**src/rtl/uart_rx_pkg.sv**
```systemverilog
package uart_rx_pkg;

  localparam int FLAG_W = 4;

  typedef enum logic [2:0] {
    ST_IDLE,
    ST_START,
    ST_DATA,
    ST_PAR,
    ST_STOP,
    ST_BRKW
  } rx_state_e;

  // bit order matches the status port: frm=0, par=1, ovr=2, brk=3
  typedef struct packed {
    logic brk;
    logic ovr;
    logic par;
    logic frm;
  } rx_flags_t;

endpackage

```
**src/rtl/uart_rx_sync.sv**
```systemverilog
module uart_rx_sync #(
  parameter int STAGES = 2
) (
  input  logic clk,
  input  logic rst_n,
  input  logic din,
  output logic dout
);

  logic [STAGES-1:0] q;

  for (genvar g = 0; g < STAGES; g++) begin : g_st
    if (g == 0) begin : g_first
      always_ff @(posedge clk or negedge rst_n) begin
        if (!rst_n) q[g] <= 1'b1;
        else        q[g] <= din;
      end
    end else begin : g_next
      always_ff @(posedge clk or negedge rst_n) begin
        if (!rst_n) q[g] <= 1'b1;
        else        q[g] <= q[g-1];
      end
    end
  end

  assign dout = q[STAGES-1];

endmodule

```
**src/rtl/uart_rx_frame.sv**
```systemverilog
module uart_rx_frame
  import uart_rx_pkg::*;
#(
  parameter int DATA_BITS = 8,
  parameter int OVS       = 16,
  parameter int STOP_BITS = 1
) (
  input  logic                 clk,
  input  logic                 rst_n,
  input  logic                 tick,
  input  logic                 line,
  input  logic                 par_en,
  input  logic                 par_odd,
  output logic                 done,
  output logic                 done_brk,
  output logic                 done_frm,
  output logic                 done_par,
  output logic [DATA_BITS-1:0] done_data
);

  localparam int CNT_W = $clog2(OVS);
  localparam int HALF  = OVS / 2;
  localparam int IDX_W = $clog2(DATA_BITS + STOP_BITS + 1);

  rx_state_e            state;
  logic [CNT_W-1:0]     cnt;
  logic [IDX_W-1:0]     idx;
  logic [DATA_BITS-1:0] shreg;
  logic                 seen_one;
  logic                 par_bit;
  logic                 stop_bad;
  logic                 bit_pt;
  logic                 brk_now;

  assign bit_pt  = tick && (cnt == CNT_W'(OVS - 1));
  assign brk_now = !seen_one && !line;

  always_ff @(posedge clk or negedge rst_n) begin
    if (!rst_n) begin
      state    <= ST_IDLE;
      cnt      <= '0;
      idx      <= '0;
      shreg    <= '0;
      seen_one <= 1'b0;
      par_bit  <= 1'b0;
      stop_bad <= 1'b0;
    end else begin
      case (state)
        ST_IDLE: begin
          if (tick && !line) begin
            state <= ST_START;
            cnt   <= '0;
          end
        end
        ST_START: begin
          if (tick) begin
            if (line) begin
              state <= ST_IDLE;
            end else if (cnt == CNT_W'(HALF - 1)) begin
              state    <= ST_DATA;
              cnt      <= '0;
              idx      <= '0;
              seen_one <= 1'b0;
              stop_bad <= 1'b0;
            end else begin
              cnt <= cnt + 1'b1;
            end
          end
        end
        ST_DATA: begin
          if (bit_pt) begin
            cnt      <= '0;
            shreg    <= {line, shreg[DATA_BITS-1:1]};
            seen_one <= seen_one | line;
            if (idx == IDX_W'(DATA_BITS - 1)) begin
              idx   <= '0;
              state <= par_en ? ST_PAR : ST_STOP;
            end else begin
              idx <= idx + 1'b1;
            end
          end else if (tick) begin
            cnt <= cnt + 1'b1;
          end
        end
        ST_PAR: begin
          if (bit_pt) begin
            cnt      <= '0;
            par_bit  <= line;
            seen_one <= seen_one | line;
            state    <= ST_STOP;
          end else if (tick) begin
            cnt <= cnt + 1'b1;
          end
        end
        ST_STOP: begin
          if (bit_pt) begin
            cnt <= '0;
            if (idx == IDX_W'(STOP_BITS - 1)) begin
              idx   <= '0;
              state <= brk_now ? ST_BRKW : ST_IDLE;
            end else begin
              idx      <= idx + 1'b1;
              stop_bad <= stop_bad | !line;
              seen_one <= seen_one | line;
            end
          end else if (tick) begin
            cnt <= cnt + 1'b1;
          end
        end
        ST_BRKW: begin
          if (tick && line) state <= ST_IDLE;
        end
        default: state <= ST_IDLE;
      endcase
    end
  end

  // frame outcome, valid in the cycle of the final stop sample
  assign done      = (state == ST_STOP) && bit_pt && (idx == IDX_W'(STOP_BITS - 1));
  assign done_brk  = brk_now;
  assign done_frm  = !brk_now && (stop_bad || !line);
  assign done_par  = par_en && !brk_now && (par_bit != ((^shreg) ^ par_odd));
  assign done_data = shreg;

endmodule

```
**src/rtl/uart_rx_flags.sv**
```systemverilog
module uart_rx_flags
  import uart_rx_pkg::*;
#(
  parameter int DATA_BITS = 8
) (
  input  logic                 clk,
  input  logic                 rst_n,
  input  logic                 done,
  input  logic                 done_brk,
  input  logic                 done_frm,
  input  logic                 done_par,
  input  logic [DATA_BITS-1:0] done_data,
  input  logic                 rd_ready,
  input  logic                 clr_we,
  input  logic [FLAG_W-1:0]    clr_mask,
  input  logic                 data_ie,
  output logic                 rd_valid,
  output logic [DATA_BITS-1:0] rd_data,
  output logic [FLAG_W-1:0]    status,
  output logic                 irq
);

  rx_flags_t   flags;
  rx_flags_t   set_v;
  logic        load;
  logic        take;
  logic [FLAG_W-1:0] clr_v;

  assign load  = done && !done_brk;
  assign take  = rd_valid && rd_ready;
  assign clr_v = clr_we ? clr_mask : '0;

  always_comb begin
    set_v.frm = done && done_frm;
    set_v.par = done && done_par;
    set_v.ovr = load && rd_valid && !rd_ready;
    set_v.brk = done && done_brk;
  end

  always_ff @(posedge clk or negedge rst_n) begin
    if (!rst_n) begin
      rd_valid <= 1'b0;
      rd_data  <= '0;
      flags    <= '0;
    end else begin
      if (load) begin
        rd_valid <= 1'b1;
        rd_data  <= done_data;
      end else if (take) begin
        rd_valid <= 1'b0;
      end
      flags <= (flags & ~clr_v) | set_v;
    end
  end

  assign status = flags;
  assign irq    = (rd_valid && data_ie) || (|flags);

endmodule

```
**src/rtl/uart_rx_irq.sv**
```systemverilog
module uart_rx_irq
  import uart_rx_pkg::*;
#(
  parameter int DATA_BITS   = 8,
  parameter int OVS         = 16,
  parameter int STOP_BITS   = 1,
  parameter int SYNC_STAGES = 2
) (
  input  logic                 clk,
  input  logic                 rst_n,
  input  logic                 baud_tick,
  input  logic                 rxd,
  input  logic                 par_en,
  input  logic                 par_odd,
  input  logic                 data_ie,
  output logic                 rx_valid,
  input  logic                 rx_ready,
  output logic [DATA_BITS-1:0] rx_data,
  input  logic                 clr_we,
  input  logic [FLAG_W-1:0]    clr_mask,
  output logic [FLAG_W-1:0]    status,
  output logic                 irq
);

  logic                 line_s;
  logic                 f_done;
  logic                 f_brk;
  logic                 f_frm;
  logic                 f_par;
  logic [DATA_BITS-1:0] f_data;

  uart_rx_sync #(.STAGES(SYNC_STAGES)) sync_i (
    .clk  (clk),
    .rst_n(rst_n),
    .din  (rxd),
    .dout (line_s)
  );

  uart_rx_frame #(
    .DATA_BITS(DATA_BITS),
    .OVS      (OVS),
    .STOP_BITS(STOP_BITS)
  ) frame_i (
    .clk      (clk),
    .rst_n    (rst_n),
    .tick     (baud_tick),
    .line     (line_s),
    .par_en   (par_en),
    .par_odd  (par_odd),
    .done     (f_done),
    .done_brk (f_brk),
    .done_frm (f_frm),
    .done_par (f_par),
    .done_data(f_data)
  );

  uart_rx_flags #(.DATA_BITS(DATA_BITS)) flags_i (
    .clk      (clk),
    .rst_n    (rst_n),
    .done     (f_done),
    .done_brk (f_brk),
    .done_frm (f_frm),
    .done_par (f_par),
    .done_data(f_data),
    .rd_ready (rx_ready),
    .clr_we   (clr_we),
    .clr_mask (clr_mask),
    .data_ie  (data_ie),
    .rd_valid (rx_valid),
    .rd_data  (rx_data),
    .status   (status),
    .irq      (irq)
  );

endmodule

```
**config.mk**
```make
export PLATFORM = sky130hd
export DESIGN_NAME = uart_rx_irq
export DESIGN_NICKNAME = d
export VERILOG_FILES = /design/src/rtl/uart_rx_pkg.sv /design/src/rtl/uart_rx_sync.sv /design/src/rtl/uart_rx_frame.sv /design/src/rtl/uart_rx_flags.sv /design/src/rtl/uart_rx_irq.sv
export SDC_FILE = /design/constraint.sdc
export NUM_CORES = 1
export LEC_CHECK = 0
export ABC_AREA = 1
export BUFFER_PORTS_ARGS = -buffer_cell sky130_fd_sc_hd__buf_2
export CAP_MARGIN = 30
export CELL_PAD_IN_SITES_DETAIL_PLACEMENT = 0
export CELL_PAD_IN_SITES_GLOBAL_PLACEMENT = 2
export CORE_ASPECT_RATIO = 1.75
export CORE_MARGIN = 2
export CORE_UTILIZATION = 33
export CTS_CLUSTER_DIAMETER = 40
export DETAILED_ROUTE_END_ITERATION = 7
export HOLD_SLACK_MARGIN = 0.08
export PLACE_DENSITY = 0.87
export SKIP_CTS_REPAIR_TIMING = 1
export SLEW_MARGIN = 20
export SYNTH_ARGS = -nofsm -noshare
export SYNTH_HDL_FRONTEND = slang
export SYNTH_HIERARCHICAL = 1
export SYNTH_SLANG_ARGS = --single-unit
```
**constraint.sdc**
```tcl
create_clock -name clk -period 2 [get_ports clk]
set_input_delay 0.4 -clock clk [delete_from_list [all_inputs] [get_ports clk]]
set_output_delay 0.4 -clock clk [all_outputs]
set_load 0.01 [all_outputs]
```
==> results of run 1 <==
worst max-delay path by stage:
stage | endpoint | slack [ps]
after CTS | flags_i/rd_data[7]$_DFFE_PN0P_ | 250
after floorplan | flags_i/rd_data[0]$_DFFE_PN0P_ | 490
after global routing | flags_i/rd_data[0]$_DFFE_PN0P_ | 40
after detailed placement | flags_i/rd_data[7]$_DFFE_PN0P_ | 270
after global placement | flags_i/status[2]$_DFF_PN0_ | 330
final | flags_i/rd_data[7]$_DFFE_PN0P_ | 260
routing by layer:
layer	vias to the layer above	routed length, microns
met4	0	81
met2	28	2757
met3	6	138
met1	811	1919
li1	939	-
met5	-	0
state kept, by name, indices dropped and copies added (netlist names), 3 cells and up:
register           flops
frame_i/done_data      8
flags_i/status         4
frame_i/cnt            4
frame_i/state          3
frame_i/idx            4
flags_i/rd_data        8
cell families after synthesis:
group | count (synthesis)
fa+ha+maj | 3
mux | 1
buf+inv | 33
simple gates | 173
xor+xnor | 8
compound gates | 27
flops | 37
layout make-up:
| class | count | area share (%) |
|---|---|---|
| multi-input cells | 212 | 43.01 |
| well taps | 80 | 4.067 |
| flip-flops and latches | 37 | 37.72 |
| clock inverters | 2 | 1.525 |
| clock buffers | 6 | 3.355 |
| repair buffers | 27 | 5.592 |
| inverters | 31 | 4.728 |
layout by cell type, fill, tap and decap left out, drive strengths merged, types with 2 or more instances in the layout:
cell and n:
buf 27, clkbuf 6, xnor2 3, ha 3, o21ai 18, dfstp 2, dfrtp 35, nor2 23
a21oi 8, nand2 130, inv 31, xor2 5, nand3 17
power groups by stage:
stage / Combinational [uW] / Sequential (uW) / Clock, uW
after global placement: 847 / 906 / 0
final: 837 / 895 / 687
after floorplan: 662 / 890 / 0
after global routing: 947 / 907 / 752
after CTS: 845 / 893 / 714
after detailed placement: 842 / 907 / 0
stage by stage:
| stage | utilization (%) | total power, uW | instance area [sq um] |
|---|---|---|---|
| global route | 39.82 | 2606 | 2461 |
| CTS | 39.82 | 2452 | 2461 |
| finish | 39.82 | 2419 | 2461 |
| global placement | 37.87 | 1753 | 2341 |
| detailed placement | 37.87 | 1749 | 2341 |
| floorplan | - | 1552 | 2112 |
==> out/results.tsv, run 1 <==
metric	value	unit
fin. max-slew vios	0	
RSZ-0062 raised after global routing	no	
CP max-delay cell	dfrtp_1	
nets@finish	330	
met1 Use GR	16.16	%
worst r2r path cells	9	
Internal Power	1494	uW
GRT Overall Usage	15.73	%
Peak VDD IR	0.0003734	V
crit path from	frame_i/cnt[0]$_DFFE_PN0P_	
Critical Path Start Type	flop	
# clock sinks	37	
Switching Fraction	38.26	%
Die Wd	64.48	microns
dominant cells by area after synthesis	dfrtp_1, nand2_1, inv_1, nand3_1, nand2_2	
setup TNS	0	ps
Post-synth top cells	nand2_1, dfrtp_1, inv_1	
WL/cell	12.40	microns
Yosys warning count	6	
first-pass GRT wire length	8500	microns
met3 usage	2.866	%
compound-gate portion of the synthesized area	7.050	%
top-count cell post-synth	nand2_1	
multiplexer area fraction after synthesis	0.5332	%
status	completed	
layout cells sized above 1	22.86	%
Clock transition at path regs	80	ps
1st-iter DRT viols	73	
core area	6181	sq um
Placed Instances	387	
Setup CP Type	flop to flop	
Top Ports	27	
largest family of logic cells by synthesized area	simple AND/OR/NAND/NOR gates	
vias per cell	4.516	
Hold Crit Class	primary input to asynchronous set/reset pin	
r2r startpoint	frame_i/cnt[0]$_DFFE_PN0P_	
DRC viols	0	
Seq/Total Area, Yosys	43.96	%
Clock Tree Buf Depth	2	
Rel. slew slack	68.31	%
Final GP Congestion	0.8225	
Register Area	928.4	sq um
CP Cell Sequence	ha_1 > nand2_1 > nor2_4 > inv_1 > nor2_1 > inv_2 > nor2_4 > nand2_1 > nand2_1	
Max Clock Freq	573.9	MHz
grt total ovfl	0	
most frequent CP cell	nand2_1	
port bufs	26	
Final setup viols	0	
Post-Syn Nets	298	
cell family with most CP delay	simple AND/OR/NAND/NOR gates	
max_cap viols	0	
Worst EP arrival	1980	ps
die area	7081	sq um
crit end category	flop	
Post-Layout Cell Count	395	
die height	109.8	microns
Yosys cell types	28	
period utilization	87.13	%
total number of vias	1784	
sequential power share	37.0	%
Top Usage Layer GRT	met2	
Antenna Violating Nets Remaining	0	
final hold viol count	0	
Period minus WS final	1743	ps
worst reg2reg endpoint	flags_i/rd_data[7]$_DFFE_PN0P_	
largest net degree at the start of global routing	38	
P&R area growth vs syn	16.53	%
final worst-path setup slack	257.5	ps
Leak Pwr	0.001330	uW
CTS H-tree depth	2	
Fin Clk Skew	11.18	ps
initial core utilization	34.17	%
worst-skew pair later-pin latency	290	ps
CTS buffer count	5	
post-synth top area share	41.47	%
Worst Tran Pin Value	473.6	ps
WP buf/inv	2	
fill count	690	
post-synthesis sequential element count	37	
standard-cell row count	38	
Async S/R FF share, synth	100.0	%
Synth Area in Adders	1.777	%
dpl hpwl	3780	microns
Setup WS pre-CTS	272.0	ps
most used flip-flop cell after synthesis	dfrtp_1	
overall routed net length	4897	microns
1st-pass router iterations	4	
diode count	0	
grt met2 use	30.88	%
initial antenna violation count	0	
area leader, netlist	dfrtp_1	
Post-Synth Simple-Gate Area	37.44	%
Root Driver	clkbuf_8	
Synth Cell Area	2112	sq um
Sw Pwr	925.7	uW
combinational power share	34.6	%
power share of the clock group	28.4	%
R2R setup slack	260	ps
cells after synthesis	282	
number of synthesized flops with an enable pin	0	
area of the multi-input gates	1059	sq um
WP depth	9	
syn_area_per_cell	7.489	sq um
Fin Hold WS	137.4	ps
crit path max fanout	9	
Req. time, crit path	2230	ps
PD cells	983.0	nW/um^2
xor and xnor fraction of the mapped netlist area	3.318	%
number of global-route vias before repair	1807	
CTS tree	built	
Largest stage delay, worst path	390	ps
(Power assumes the default switching activity.)
==> run 2: changes to the inputs <==
Settings changed: ABC_AREA 1 to unset, CAP_MARGIN 30 to 20, CORE_UTILIZATION 33 to 37, PLACE_DENSITY 0.87 to 0.86.
==> run 2 against run 1 <==
Effect of this change: first-iteration DRC count shrank 63%; sequential power increased by 3.1%; cell area up 5.4%; critical path type unchanged; critical endpoint is now frame_i/idx[2]$_DFFE_PN0P_; via count down 15%; clock skew shrank 2.8 ps; register-to-register slack worse by 200 ps; global-route usage increased by 0.66 points; highest routed layer unchanged; setup slack lost 200 ps; cell count shrank 26%.
==> out/results.tsv, run 2 <==
metric	value	unit
xor and xnor fraction of the mapped netlist area	4.803	%
Period minus WS final	1946	ps
Peak VDD IR	0.0007784	V
PD cells	1059	nW/um^2
CTS H-tree depth	2	
nets@finish	253	
Top Ports	27	
number of global-route vias before repair	1546	
Synth Cell Area	2006	sq um
Rel. slew slack	68.38	%
Post-synth top cells	dfrtp_1, nand2_1, mux2_2, nor2_1, xnor2_1	
P&R area growth vs syn	29.38	%
area leader, netlist	dfrtp_1	
Switching Fraction	31.22	%
dpl hpwl	3327	microns
total number of vias	1522	
first-pass GRT wire length	7500	microns
die height	101.4	microns
most used flip-flop cell after synthesis	dfrtp_1	
multiplexer area fraction after synthesis	14.29	%
Setup CP Type	flop to flop	
core area	5255	sq um
die area	6049	sq um
Clock Tree Buf Depth	2	
min-delay src	rxd	
Leak Pwr	0.001290	uW
CP max-delay cell	or4b_1	
fill count	505	
CP Cell Sequence	ha_4 > nand3b_4 > or4b_4 > and3_4 > or4b_1 > nand2_1	
Synth Area in Adders	1.871	%
worst-skew pair later-pin latency	290	ps
post-synthesis sequential element count	37	
Worst Tran Pin Value	472.6	ps
standard-cell row count	35	
layout cells sized above 1	44.12	%
CTS buffer count	5	
area of the multi-input gates	1032	sq um
Post-Synth Simple-Gate Area	17.65	%
Async S/R FF share, synth	100.0	%
final hold viol count	0	
cells after synthesis	178	
Final GP Congestion	0.8787	
Antenna Violating Nets Remaining	0	
Max Clock Freq	513.9	MHz
crit end category	flop	
compound-gate portion of the synthesized area	11.48	%
Sw Pwr	858.3	uW
Internal Power	1891	uW
CTS tree	built	
Largest stage delay, worst path	490	ps
largest net degree at the start of global routing	38	
# clock sinks	37	
most frequent cells in the layout	dfrtp_1, buf_4, buf_2, nand2_1, mux2_2	
combinational power share	37.9	%
max_cap viols	0	
most common cell after layout, fill and taps aside	dfrtp_1	
post-synth top area share	43.67	%
setup TNS	0	ps
vias per cell	5.195	
Fin Hold WS	209.4	ps
Req. time, crit path	2230	ps
1st-pass router iterations	4	
largest family of logic cells by synthesized area	simple AND/OR/NAND/NOR gates	
crit path from	frame_i/cnt[0]$_DFFE_PN0P_	
Yosys warning count	6	
status	completed	
Die Wd	59.66	microns
sequential power share	33.6	%
crit path max fanout	5	
Critical Path Start Type	flop	
Seq/Total Area, Yosys	46.29	%
1st-iter DRT viols	27	
cell family with most CP delay	simple AND/OR/NAND/NOR gates	
top-count cell post-synth	dfrtp_1	
power share of the clock group	28.5	%
diode count	0	
overall routed net length	4339	microns
number of synthesized flops with an enable pin	0	
port bufs	26	
syn_area_per_cell	11.27	sq um
Yosys cell types	53	
Final setup viols	0	
r2r startpoint	frame_i/cnt[0]$_DFFE_PN0P_	
dominant cells by area after synthesis	dfrtp_1, mux2_2, mux2_4, xnor2_1, nand2_1	
WP buf/inv	0	
Clock transition at path regs	80	ps
RSZ-0062 raised after global routing	yes	
grt total ovfl	0	
initial core utilization	38.17	%
Register Area	928.4	sq um
Hold Crit Class	primary input to flop	
Post-Syn Nets	194	
Worst EP arrival	2180	ps
period utilization	97.29	%
fin. max-slew vios	0	
WL/cell	14.81	microns
Fin Clk Skew	8.378	ps
DRC viols	0	
Root Driver	clkbuf_8	
initial antenna violation count	0	
GRT Overall Usage	16.39	%
-- run 2: cell types whose count changed in the layout (fill, tap and decap cells not counted), moves of 7 or more --
cell     delta
mux2_4      +8
nand2_1    -98
xnor2_1     +7
inv_1      -17
inv_2       -8
o21ai_1    -10
buf_4      +29
nand2_2    -10
nand3_1    -12
mux2_2     +11
-- run 2: cell type report --
type / count / share of cell area (%)
multi-input combinational: 128 / 39.78
sequential: 37 / 35.78
timing repair buffer: 59 / 15.62
clock buffer: 5 / 2.652
clock inverter: 3 / 2.652
tap: 55 / 2.652
inverter: 6 / 0.8679
-- run 2: worst register-to-register path: stages (launching register included) --
cell	delay (ps)
dfrtp_1	410
ha_4	190
nand3b_4	80
or4b_4	480
and3_4	170
or4b_1	490
nand2_1	70
-- run 2: cells by family after synthesis --
logic type,after synthesis
muxes,23
DFF,37
and+or+nand+nor,60
xor gates and xnor gates,11
adders and majority gates,3
AOI/OAI and AO/OA,31
buffers and inverters,13
-- run 2: metrics by stage --
stage	utilization (%)	std cells	instance area, sq um	setup slack (ps)	total power [uW]
6_report	49.38	293	2595	54.20	2749
5_1_grt	49.38	293	2595	-48.02	2931
3_5_place_dp	46.19	282	2427	-37.98	1956
4_1_cts	48.81	290	2565	15.22	2755
3_3_place_gp	46.19	282	2427	-24.11	1952
2_1_floorplan	-	178	2028	-22.72	1536
-- run 2: power by group through the flow --
stage	clock network [uW]	logic, uW	registers, uW
6_report	784	1040	923
5_1_grt	837	1160	936
4_1_cts	807	1030	922
3_5_place_dp	0	1020	937
3_3_place_gp	0	1020	935
2_1_floorplan	0	608	928
-- run 2: metal layers --
metal | share of wire, % | vias up | GRT usage (%)
met5 | 0 | - | 0
met4 | 1.1 | 0 | 5.128
met3 | 2.3 | 4 | 2.682
met2 | 58 | 25 | 30.18
met1 | 38 | 739 | 18.57
li1 | - | 754 | -
-- run 2: worst paths after layout --
check | to | slack [ps] | cells past startpoint
min in group asynchronous | frame_i/idx[2]$_DFFE_PN0P_ | 590 | 3
max in group asynchronous | sync_i/q[0]$_DFF_PN1_ | 1140 | 3
setup reg to reg | frame_i/idx[2]$_DFFE_PN0P_ | 50 | 6
hold / removal | sync_i/q[0]$_DFF_PN1_ | 210 | 1
setup / recovery | frame_i/idx[2]$_DFFE_PN0P_ | 50 | 6
hold reg to reg | sync_i/dout$_DFF_PN1_ | 360 | 0
==> run 3: changes to the inputs <==
Settings changed: CORE_ASPECT_RATIO 1.75 to 1.25, CORE_MARGIN 2 to 5.
==> run 3 against run 2 <==
Effect of this change: global-route usage decreased by 3.0 points; via count decreased by 1.8%; critical path depth unchanged; flip-flop and latch count unchanged; critical path type unchanged; fmax decreased by 2.2%; first-iteration DRC count increased by 22%; sequential share of layout area increased by 0.92 points; sequential power increased by 0.4%; cell count increased by 2.0%; die area increased by 16%; clock skew decreased by 1.6 ps.
==> out/results.tsv, run 3 (same netlist as run 2, synthesis figures left out) <==
metric	value	unit
initial antenna violation count	0	
P&R area growth vs syn	26.33	%
Setup WS pre-CTS	-57.30	ps
worst r2r path cells	6	
DRC viols	0	
nets@finish	250	
most frequent cells in the layout	dfrtp_1, buf_4, buf_2, nand2_1	
Top Ports	27	
final worst-path setup slack	10.65	ps
1st-pass router iterations	4	
CP Cell Sequence	ha_4 > nand3b_4 > or4b_4 > and3_4 > or4b_1 > nand2_1	
most common cell after layout, fill and taps aside	dfrtp_1	
final hold viol count	0	
Clock Tree Buf Depth	2	
worst reg2reg endpoint	frame_i/idx[2]$_DFFE_PN0P_	
worst-skew pair later-pin latency	280	ps
WP buf/inv	0	
die area	7002	sq um
Clock transition at path regs	70	ps
initial core utilization	37.37	%
Root Driver	clkbuf_8	
Worst Tran Pin Value	474.6	ps
Req. time, crit path	2220	ps
number of global-route vias before repair	1597	
# clock sinks	37	
CTS buffer count	5	
period utilization	99.47	%
standard-cell row count	30	
port bufs	26	
Period minus WS final	1989	ps
Final GP Congestion	0.8237	
PD cells	979.7	nW/um^2
r2r startpoint	frame_i/cnt[0]$_DFFE_PN0P_	
core area	5368	sq um
final std cell area, no fill	2534	sq um
Antenna Violating Nets Remaining	0	
Worst EP arrival	2210	ps
Largest stage delay, worst path	500	ps
fill count	508	
Fin Hold WS	154.0	ps
GRT Overall Usage	13.39	%
total number of vias	1494	
Final setup viols	0	
status	completed	
vias per cell	4.997	
Critical Path Start Type	flop	
Die Wd	75.85	microns
Post-Layout Cell Count	299	
diode count	0	
first-pass GRT wire length	7307	microns
Placed Instances	288	
Max Clock Freq	502.7	MHz
fin. max-slew vios	0	
1st-iter DRT viols	33	
CTS tree	built	
max_cap viols	0	
die height	92.32	microns
largest net degree at the start of global routing	38	
CTS H-tree depth	2	
R2R setup slack	10	ps
Peak VDD IR	0.0004897	V
Fin Clk Skew	6.827	ps
WL/cell	13.88	microns
Hold Crit Class	primary input to asynchronous set/reset pin	
crit path max fanout	6	
cell family with most CP delay	simple AND/OR/NAND/NOR gates	
Leak Pwr	0.001251	uW
grt total ovfl	0	
RSZ-0062 raised after global routing	yes	
placed cell areas	2404	sq um
dpl hpwl	3178	microns
setup TNS	0	ps
layout cells sized above 1	45.11	%
Rel. slew slack	68.36	%
overall routed net length	4151	microns
Setup CP Type	flop to flop	
crit end category	flop	
CP max-delay cell	or4b_1	
==> run 3: cell types whose count changed in the layout (fill, tap and decap cells not counted), sizes merged <==
| cell | delta |
|---|---|
| clkinvlp | +1 |
| inv | -1 |
| bufinv | -2 |
| buf | -2 |
| clkinv | +2 |
| dlygate4sd3 | -1 |
==> run 3: metal layers <==
layer  global-route usage (%)  share of wire [%]  up-vias
li1                         -                  -      744
met1                    16.29                 41      732
met2                    22.93                 56       14
met4                    4.082                1.3        0
met5                        0                  0        -
met3                    2.932                2.3        4
==> run 3: stage by stage <==
stage | utilization [%] | power (uW)
floorplan | - | 1536
global placement | 44.78 | 1909
detailed placement | 44.78 | 1920
CTS | 46.39 | 2437
global route | 47.20 | 2677
finish | 47.20 | 2482
==> run 3: worst max-delay path by stage <==
stage	start	cells after the start	slack (ps)	to
final	frame_i/cnt[0]$_DFFE_PN0P_	6	10	frame_i/idx[2]$_DFFE_PN0P_
after global routing	frame_i/cnt[1]$_DFFE_PN0P_	6	-50	frame_i/idx[2]$_DFFE_PN0P_
after floorplan	frame_i/cnt[1]$_DFFE_PN0P_	7	-20	frame_i/idx[2]$_DFFE_PN0P_
after global placement	baud_tick	6	-40	frame_i/idx[2]$_DFFE_PN0P_
after CTS	frame_i/cnt[1]$_DFFE_PN0P_	6	-10	frame_i/idx[2]$_DFFE_PN0P_
after detailed placement	baud_tick	6	-60	frame_i/idx[2]$_DFFE_PN0P_
==> run 3: layout make-up <==
| type | instances | area [sq um] | area share, % |
|---|---|---|---|
| inverter | 6 | 22.52 | 0.8889 |
| sequential | 37 | 929.6 | 36.69 |
| clock buffer | 5 | 68.82 | 2.716 |
| timing repair buffer | 56 | 367.9 | 14.52 |
| multi-input combinational | 128 | 1047 | 41.33 |
| clock inverter | 3 | 17.52 | 0.6914 |
| tap | 64 | 80.08 | 3.160 |
==> run 3: power by group <==
| group | switching (uW) | internal [uW] | leakage, uW |
|---|---|---|---|
| Combinational | 473 | 580 | 0.000719 |
| Clock | 262 | 240 | 0.0000439 |
| Sequential | 93.6 | 833 | 0.000488 |
| Total | 829 | 1650 | 0.00125 |
==> run 3: worst reg2reg max path, stage by stage, from the launching register on <==
cell and delay, ps:
dfrtp_1 410, ha_4 190, nand3b_4 100, or4b_4 490
and3_4 170, or4b_1 500, nand2_1 70
